==> src/rtl/ivs_pkg.sv <==
package ivs_pkg;
  typedef enum logic [1:0] {
    PH_IDLE  = 2'd0,
    PH_ARMED = 2'd1,
    PH_DRIVE = 2'd2
  } ack_phase_e;
endpackage

==> src/rtl/iack_phase_fsm.sv <==
module iack_phase_fsm
  import ivs_pkg::*;
(
  input  logic clk,
  input  logic rst_n,
  input  logic iack,
  output logic first_evt,
  output logic second_evt,
  output logic drive_end
);
  logic       iack_q;
  logic       rise;
  ack_phase_e ph_q, ph_d;

  assign rise = iack & ~iack_q;

  always_comb begin
    ph_d       = ph_q;
    first_evt  = 1'b0;
    second_evt = 1'b0;
    drive_end  = 1'b0;
    case (ph_q)
      PH_IDLE:  if (rise) begin ph_d = PH_ARMED; first_evt = 1'b1; end
      PH_ARMED: if (rise) begin ph_d = PH_DRIVE; second_evt = 1'b1; end
      PH_DRIVE: if (!iack) begin ph_d = PH_IDLE; drive_end = 1'b1; end
      default:  ph_d = PH_IDLE;
    endcase
  end

  always_ff @(posedge clk or negedge rst_n) begin
    if (!rst_n) begin
      iack_q <= 1'b0;
      ph_q   <= PH_IDLE;
    end else begin
      iack_q <= iack;
      ph_q   <= ph_d;
    end
  end
endmodule

==> src/rtl/casc_route.sv <==
module casc_route #(
  parameter int LVL_W = 3,
  localparam int NLVL = 1 << LVL_W
) (
  input  logic             is_master,
  input  logic [NLVL-1:0]  cfg_byte,
  input  logic [LVL_W-1:0] lvl_next,
  input  logic [LVL_W-1:0] lvl_cur,
  input  logic [LVL_W-1:0] cas_in,
  output logic             casc_next,
  output logic             self_drive
);
  always_comb begin
    casc_next = is_master & cfg_byte[lvl_next];
    if (is_master) self_drive = ~cfg_byte[lvl_cur];
    else           self_drive = (cas_in == cfg_byte[LVL_W-1:0]);
  end
endmodule

==> src/rtl/vec_stage.sv <==
module vec_stage #(
  parameter int LVL_W = 3,
  parameter int VEC_W = 8,
  localparam int BASE_W = VEC_W - LVL_W
) (
  input  logic              clk,
  input  logic              rst_n,
  input  logic              first_evt,
  input  logic              second_evt,
  input  logic              drive_end,
  input  logic [LVL_W-1:0]  lvl_next,
  input  logic              casc_next,
  input  logic              self_drive,
  input  logic [BASE_W-1:0] vec_base,
  output logic [LVL_W-1:0]  lvl_q,
  output logic              commit_q,
  output logic              cas_oe_q,
  output logic              oe_q,
  output logic [VEC_W-1:0]  data_q
);
  logic [LVL_W-1:0] lvl_d;
  logic             commit_d, cas_oe_d, oe_d;
  logic [VEC_W-1:0] data_d;

  always_comb begin
    lvl_d    = first_evt ? lvl_next : lvl_q;
    commit_d = first_evt;
    cas_oe_d = cas_oe_q;
    oe_d     = oe_q;
    data_d   = data_q;
    if (first_evt) cas_oe_d = casc_next;
    if (second_evt) begin
      oe_d   = self_drive;
      data_d = self_drive ? {vec_base, lvl_q} : '0;
    end
    if (drive_end) begin
      cas_oe_d = 1'b0;
      oe_d     = 1'b0;
      data_d   = '0;
    end
  end

  always_ff @(posedge clk or negedge rst_n) begin
    if (!rst_n) begin
      lvl_q    <= '0;
      commit_q <= 1'b0;
      cas_oe_q <= 1'b0;
      oe_q     <= 1'b0;
      data_q   <= '0;
    end else begin
      lvl_q    <= lvl_d;
      commit_q <= commit_d;
      cas_oe_q <= cas_oe_d;
      oe_q     <= oe_d;
      data_q   <= data_d;
    end
  end
endmodule

==> src/rtl/irq_ack_vector.sv <==
module irq_ack_vector #(
  parameter int LVL_W = 3,
  parameter int VEC_W = 8,
  localparam int BASE_W = VEC_W - LVL_W,
  localparam int NLVL   = 1 << LVL_W
) (
  input  logic              clk,
  input  logic              rst_n,
  input  logic              iack,
  input  logic              pend_valid,
  input  logic [LVL_W-1:0]  pend_level,
  input  logic [BASE_W-1:0] vec_base,
  input  logic              is_master,
  input  logic [NLVL-1:0]   cfg_byte,
  input  logic [LVL_W-1:0]  cas_in,
  output logic              commit,
  output logic [LVL_W-1:0]  commit_lvl,
  output logic [VEC_W-1:0]  data_out,
  output logic              data_oe,
  output logic [LVL_W-1:0]  cas_out,
  output logic              cas_oe
);
  localparam logic [LVL_W-1:0] DFLT_LVL = LVL_W'(NLVL - 1);

  logic [1:0]       rst_sync;
  logic             rst_int_n;
  logic             first_evt, second_evt, drive_end;
  logic [LVL_W-1:0] lvl_next, lvl_q;
  logic             casc_next, self_drive;

  always_ff @(posedge clk or negedge rst_n) begin
    if (!rst_n) rst_sync <= 2'b00;
    else        rst_sync <= {rst_sync[0], 1'b1};
  end
  assign rst_int_n = rst_sync[1];

  assign lvl_next = pend_valid ? pend_level : DFLT_LVL;

  iack_phase_fsm u_phase (
    .clk        (clk),
    .rst_n      (rst_int_n),
    .iack       (iack),
    .first_evt  (first_evt),
    .second_evt (second_evt),
    .drive_end  (drive_end)
  );

  casc_route #(.LVL_W(LVL_W)) u_route (
    .is_master  (is_master),
    .cfg_byte   (cfg_byte),
    .lvl_next   (lvl_next),
    .lvl_cur    (lvl_q),
    .cas_in     (cas_in),
    .casc_next  (casc_next),
    .self_drive (self_drive)
  );

  vec_stage #(.LVL_W(LVL_W), .VEC_W(VEC_W)) u_vec (
    .clk        (clk),
    .rst_n      (rst_int_n),
    .first_evt  (first_evt),
    .second_evt (second_evt),
    .drive_end  (drive_end),
    .lvl_next   (lvl_next),
    .casc_next  (casc_next),
    .self_drive (self_drive),
    .vec_base   (vec_base),
    .lvl_q      (lvl_q),
    .commit_q   (commit),
    .cas_oe_q   (cas_oe),
    .oe_q       (data_oe),
    .data_q     (data_out)
  );

  assign commit_lvl = lvl_q;
  assign cas_out    = cas_oe ? lvl_q : '0;
endmodule

==> config.mk <==
export PLATFORM = sky130hd
export DESIGN_NAME = irq_ack_vector
export DESIGN_NICKNAME = d
export VERILOG_FILES = /design/src/rtl/ivs_pkg.sv /design/src/rtl/iack_phase_fsm.sv /design/src/rtl/casc_route.sv /design/src/rtl/vec_stage.sv /design/src/rtl/irq_ack_vector.sv
export SDC_FILE = /design/constraint.sdc
export NUM_CORES = 1
export LEC_CHECK = 0
export ABC_AREA = 1
export CAP_MARGIN = 20
export CELL_PAD_IN_SITES_DETAIL_PLACEMENT = 0
export CELL_PAD_IN_SITES_GLOBAL_PLACEMENT = 1
export CORE_ASPECT_RATIO = 1.2
export CORE_MARGIN = 8
export CORE_UTILIZATION = 26
export DETAILED_ROUTE_END_ITERATION = 8
export HOLD_SLACK_MARGIN = 0.12
export PLACE_DENSITY_LB_ADDON = 0.1
export SLEW_MARGIN = 20
export SYNTH_ARGS = -nofsm -noshare
export SYNTH_HDL_FRONTEND = slang
export SYNTH_SLANG_ARGS = --single-unit
==> constraint.sdc <==
create_clock -name clk -period 0.8 [get_ports clk]
set_input_delay 0.16 -clock clk [delete_from_list [all_inputs] [get_ports clk]]
set_output_delay 0.16 -clock clk [all_outputs]
set_load 0.03 [all_outputs]
; ---- Word-level counts from Yosys, hierarchy flattened
; Index checks and enable logic that the tools add are counted.
[op_classes]
addsub = 0
multipliers = 0
n_div = 0
n_lt_le_gt_ge = 2
n_eq_ne = 6
shifts = 0
mux = 23
bitwise = 4
n_reduce_logical = 4
[ops]
columns = cell, count
row1 = 8-bit 2-to-1 mux, 3
row2 = 1-bit 2-to-1 mux, 12
row3 = "3-bit by 4-bit less-than comparator with 1-bit output, second input constant", 2
row4 = 1-bit binary-select mux with 3-bit select, 2
row5 = 2-bit 2-to-1 mux, 3
row6 = 3-bit 2-to-1 mux, 2
row7 = 2-bit one-hot mux with 3 select lines, 1
row8 = "2-bit by 1-bit != test with 1-bit output, second input constant", 2
row9 = 2-bit nonzero test, 2
row10 = 3-bit == test, 1
row11 = 3-bit AND reduction, 1
row12 = 1-bit AND, 2
row13 = "2-bit by 1-bit == test with 1-bit output, second input constant", 1
row14 = "2-bit == test, second input constant", 1
row15 = 2-bit zero test, 1
row16 = "2-bit != test, second input constant", 1
row17 = 1-bit NOT, 2
[totals]
reg_bits = 19
latchBits = 0
ramBits = 0
mem_bits_ro = 0
input_bits = 24
out_inout_bits = 17
word_cells = 47
memories = 0

; ---- Logic depth before layout (Yosys ltp)
[logic_depth]
ltp_word = 7
depth_mapped = 8
mapped_depth_nobuf = 8

; ---- Modules after synthesis
; A second synthesis with hierarchy kept.
[unflattened]
hier_cells = 147
hier_area_um2 = 1047.3
[modules_own_cells]
columns = mod, instances, cells_each, area_per_inst_um2, seq_area_each_um2
row1 = vec_stage, 1, 58, 573.0, 350.3
row2 = casc_route, 1, 54, 229.0, 0.0
row3 = iack_phase_fsm, 1, 20, 146.4, 75.1
row4 = irq_ack_vector, 1, 15, 98.8, 50.0

; ---- Least setup slack after synthesis
; No wires, ideal clock.
[synth_timing]
path_kind = register to register
from = reg u_vec.lvl_q[0]
to = reg u_vec.data_q[0]
setup_ns = 0.120
t_arrival_ns = 1.201
required_ns = 0.680
path_slack_ns = -0.521
path_stages_with_launch = 8
path_buffers = 0
synth_period_minus_slack_ns = 1.321
cell_sequence = dfrtp_1 -> inv_2 -> nand2_1 -> nand3_1 -> nand3b_2 -> nand3_4 -> nand3_1 -> nand2_1
[synth_via]
elab_chain_len = 7
[synth_lines]
columns = element, line
row1 = start: declaration, vec_stage.sv:15  ; output logic [LVL_W-1:0] lvl_q,
row2 = start signal: assignment, vec_stage.sv:51  ; lvl_q <= lvl_d;
row3 = 1-bit binary-select mux with 3-bit select, casc_route.sv:15  ; if (is_master) self_drive = ~cfg_byte[lvl_cur];
row4 = 1-bit 2-to-1 mux (implied by the code), casc_route.sv:15
row5 = 1-bit NOT, casc_route.sv:15
row6 = 1-bit 2-to-1 mux, casc_route.sv:15
row7 = 8-bit 2-to-1 mux *, vec_stage.sv:34  ; data_d = self_drive ? {vec_base, lvl_q} : '0;
row8 = 8-bit 2-to-1 mux *, vec_stage.sv:32  ; if (second_evt) begin
row9 = 8-bit 2-to-1 mux *, vec_stage.sv:36  ; if (drive_end) begin
row10 = end signal: assignment, vec_stage.sv:55  ; data_q <= data_d;
row11 = end: declaration, vec_stage.sv:19  ; output logic [VEC_W-1:0] data_q
; Mark *: on every way between the ends. The rest lies on a longest branch, timed or not. The select of a mux whose other input is x is not followed.
; A chain may end at the register's enable or synchronous reset.

; ---- Worst setup path in the final report
[layout_timing]
from = reg u_vec.lvl_q[0]
to = reg u_vec.data_q[3]
[layout_via]
elab_chain_len = 7
[layout_lines]
columns = element, line
row1 = 1-bit binary-select mux with 3-bit select, casc_route.sv:15
row2 = 1-bit 2-to-1 mux (implied by the code), casc_route.sv:15
row3 = 1-bit NOT, casc_route.sv:15
row4 = 1-bit 2-to-1 mux, casc_route.sv:15
row5 = 8-bit 2-to-1 mux, vec_stage.sv:34
row6 = 8-bit 2-to-1 mux, vec_stage.sv:32
row7 = 8-bit 2-to-1 mux, vec_stage.sv:36
; No other way between the ends. The select of a mux whose other input is x is not followed.

==> key figures <==
GRT
  • First-pass GRT wire length: 4840 microns
  • Largest net degree at the start of global routing: 18
  • GRT Residual Overflow: 0
  • Gr usage total: 9.95%
  • Initial antenna violation count: 0
  • Vias in the first global route: 1137

Synth
  • Synth Area in Compound Gates: 4.71%
  • Count of different cell masters after synthesis: 17
  • EDFF count, synth: 0
  • Synth Instances: 128
  • Area leader, netlist: dfrtp_1
  • Top cells by count, synth: nand2_1, nand3_1, dfrtp_1
  • Synth Area in XOR/XNOR: 2.67%
  • Post-synthesis register bit count: 19
  • Yosys warns: 0
  • Top_reg_cell synth: dfrtp_1
  • Share of synthesized registers carrying an async set or reset: 100%
  • Simple-Gate Fraction of Synth Area: 37.8%
  • Adder-cell share of the synthesized area: 0%
  • Avg Inst Size Synth: 7.68 sq um
  • Post-synthesis sequential area ratio: 48.3%
  • Top post-synthesis cells by area: dfrtp_1, nand2_1, nand3_1
  • Synthesized net count: 152
  • Most common cell in the netlist: nand2_1
  • Post-synthesis mux area share: 0%
  • Largest family of logic cells by synthesized area: simple AND/OR/NAND/NOR gates
  • Cell area after synthesis: 983 sq um
  • Yosys top cell area share: 48.3%

Detailed routing
  • Drt pass-1 iters: 4
  • Vias per cell: 4.28
  • Via count: 1144
  • Detail Route Antenna Nets: 0
  • # DRC: 0
  • Post-Route WL: 3160 microns
  • Iteration-0 DRC Markers: 29
  • Drt wl/cell: 11.8 microns

Worst setup path
  • CP Max Fanout: 6
  • Worst Setup Start Kind: flop
  • Crit end category: flop
  • Data required, critical path: 0.99 ns
  • Crit Path Class: flop to flop
  • CP arrival: 1.44 ns

Floorplan
  • Initial Utilization: 27.1%
  • Die ar.: 0.00601 sq mm
  • Die height: 83.4 microns
  • Site Rows: 24
  • Die X: 72.1 microns
  • Core area: 0.00363 sq mm
  • I/O pins: 41

Min path
  • Worst hold-check path type: input pin to flop

Timing
  • F_max: 803 MHz
  • Final Critical Period: 1.25 ns
  • Final hold violations: 0
  • Count of final setup violators: 32
  • Max-slew violation count: 0
  • Worst-case clock skew: 0.00110 ns
  • Post-route worst setup slack: -0.445 ns
  • RSZ-0062 raised after global routing: yes
  • Final critical-path share of the clock period: 156%

Layout
  • Fill cell count: 354
  • Register Area: 480 sq um
  • Layout area overhead: 108%
  • Post-layout util: 56.3%
  • Fraction of layout cells with a size suffix above 1: 53.0%
  • Multi-input logic area: 619 sq um
  • NumNets Final: 240
  • # diodes: 0

Clock tree
  • CTS Buf Count: 3
  • Clock root buffer: clkbuf_8
  • Clk buf depth: 2
  • Clock sinks: 19
  • Reg clk slew, reported paths: 0.07 ns
  • H-tree levels: 1
  • Clk_lat worst skew: 0.25 ns
  • CTS tree: built

Placement
  • Port Buffers: 40
  • Routability cong.: 0.720
  • Dpl hpwl: 2270 microns

Run status
  • Violated checks: negative setup slack
  • Status: finished with violations

Run
  • Max Cap Viol: 0

Power and ir drop
  • Pleak: 1.06 nW
  • Pwr per Cell Area: 3280 mW/mm^2
  • Overall Power: 0.00672 W
  • Worst vdd ir: 1.05 mV
[timing repair]
action	4_1_cts	5_1_grt
pin swaps	4	19
setup endpoints to repair	33	33
hold buffers	1	0
cloned	1	1
resized for setup	33	42
hold endpoints to repair	2	0
setup buffers	10	6
[through the flow]
stage | worst slack (ns) | hold slack, ns | cell area [sq um] | TNS, ns | instances
final | -0.445 | 0.184 | 2050 | -8.80 | 267
after global routing | -0.515 | 0.177 | 2050 | -10.43 | 267
after CTS | -0.444 | 0.201 | 1840 | -9.42 | 260
after detailed placement | -0.785 | 0.194 | 1600 | -11.25 | 244
after global placement | -0.794 | 0.191 | 1600 | -11.35 | 244
after floorplan | -0.391 | -0.136 | 993 | -3.91 | 128
[worst max-delay path, stage by stage, from the launching register on]
cell,delay [ns]
dfrtp_2,0.47
buf_6,0.15
nand2_2,0.05
nand2_2,0.05
nand2_2,0.07
nand3b_4,0.11
nand3_4,0.13
nand3_1,0.09
nand2_1,0.07
[placed cells by master (no fill, tap or decap)]
| master | count |
|---|---|
| nand2_1 | 36 |
| dlymetal6s2s_1 | 4 |
| clkbuf_1 | 1 |
| inv_1 | 5 |
| clkdlybuf4s50_1 | 17 |
| inv_4 | 2 |
| nand2_2 | 15 |
| dlygate4sd2_1 | 2 |
| nand3_1 | 12 |
| inv_2 | 8 |
| buf_6 | 25 |
| nand3_2 | 9 |
| dfrtp_1 | 15 |
| a21oi_4 | 1 |
| a21oi_1 | 1 |
| o21ai_2 | 3 |
| o21ai_1 | 1 |
| conb_1 | 1 |
| o21ai_0 | 1 |
| xnor2_1 | 3 |
| nand2_4 | 2 |
| nor2_4 | 4 |
| dlygate4sd3_1 | 1 |
| clkbuf_8 | 3 |
| nand3b_4 | 1 |
| clkinv_2 | 1 |
| nor2_1 | 1 |
| a21oi_2 | 1 |
| dfrtp_2 | 4 |
| buf_4 | 32 |
| nand3_4 | 3 |
[report_power, final]
group          total (W)  internal [W]  switching, W
registers        0.00169       0.00134      0.000355
logic            0.00437       0.00215       0.00221
clock network   0.000652      0.000353      0.000299
total            0.00672       0.00385       0.00287
[layer usage]
layer  global-route usage [%]  wire length [microns]
met4                     5.03                     34
met1                     11.1                   1240
met2                     17.0                   1690
met5                        0                      0
met3                     2.04                    190
[flip-flops by register name (all words and copies together) (netlist names)]
| name | flops |
|---|---|
| u_vec.data_q | 8 |
| u_vec.lvl_q | 3 |
| rst_sync | 2 |
| u_phase.ph_q | 2 |
| u_phase.iack_q | 1 |
| u_vec.cas_oe_q | 1 |
| u_vec.commit_q | 1 |
| u_vec.oe_q | 1 |
[cells by family after synthesis]
logic type / after synthesis
other: 1
and+or+nand+nor: 82
xor gates and xnor gates: 3
buffers and inverters: 16
AOI/OAI and AO/OA: 7
DFF: 19
[area by class of cell]
class,instances,share of cell area (%)
Sequential cell,19,23.5
Tap cell,52,3.18
Clock buffer,4,2.20
Timing Repair Buffer,81,37.6
Multi-Input combinational cell,95,30.3
Inverter,16,3.24
[worst paths after layout]
path	start	to	slack [ns]	depth (start not counted)
max	u_vec.lvl_q[0]	u_vec.data_q[3]	-0.45	8
min	iack	u_phase.iack_q	0.18	2
max reg2reg	u_vec.lvl_q[0]	u_vec.data_q[3]	-0.45	8
min reg2reg	rst_sync[1]	u_vec.data_q[6]	0.19	1
max in group asynchronous	rst_n	rst_sync[0]	0.08	2
min in group asynchronous	rst_sync[1]	u_vec.data_q[6]	0.19	1
Power figures use the tool's default switching activity.
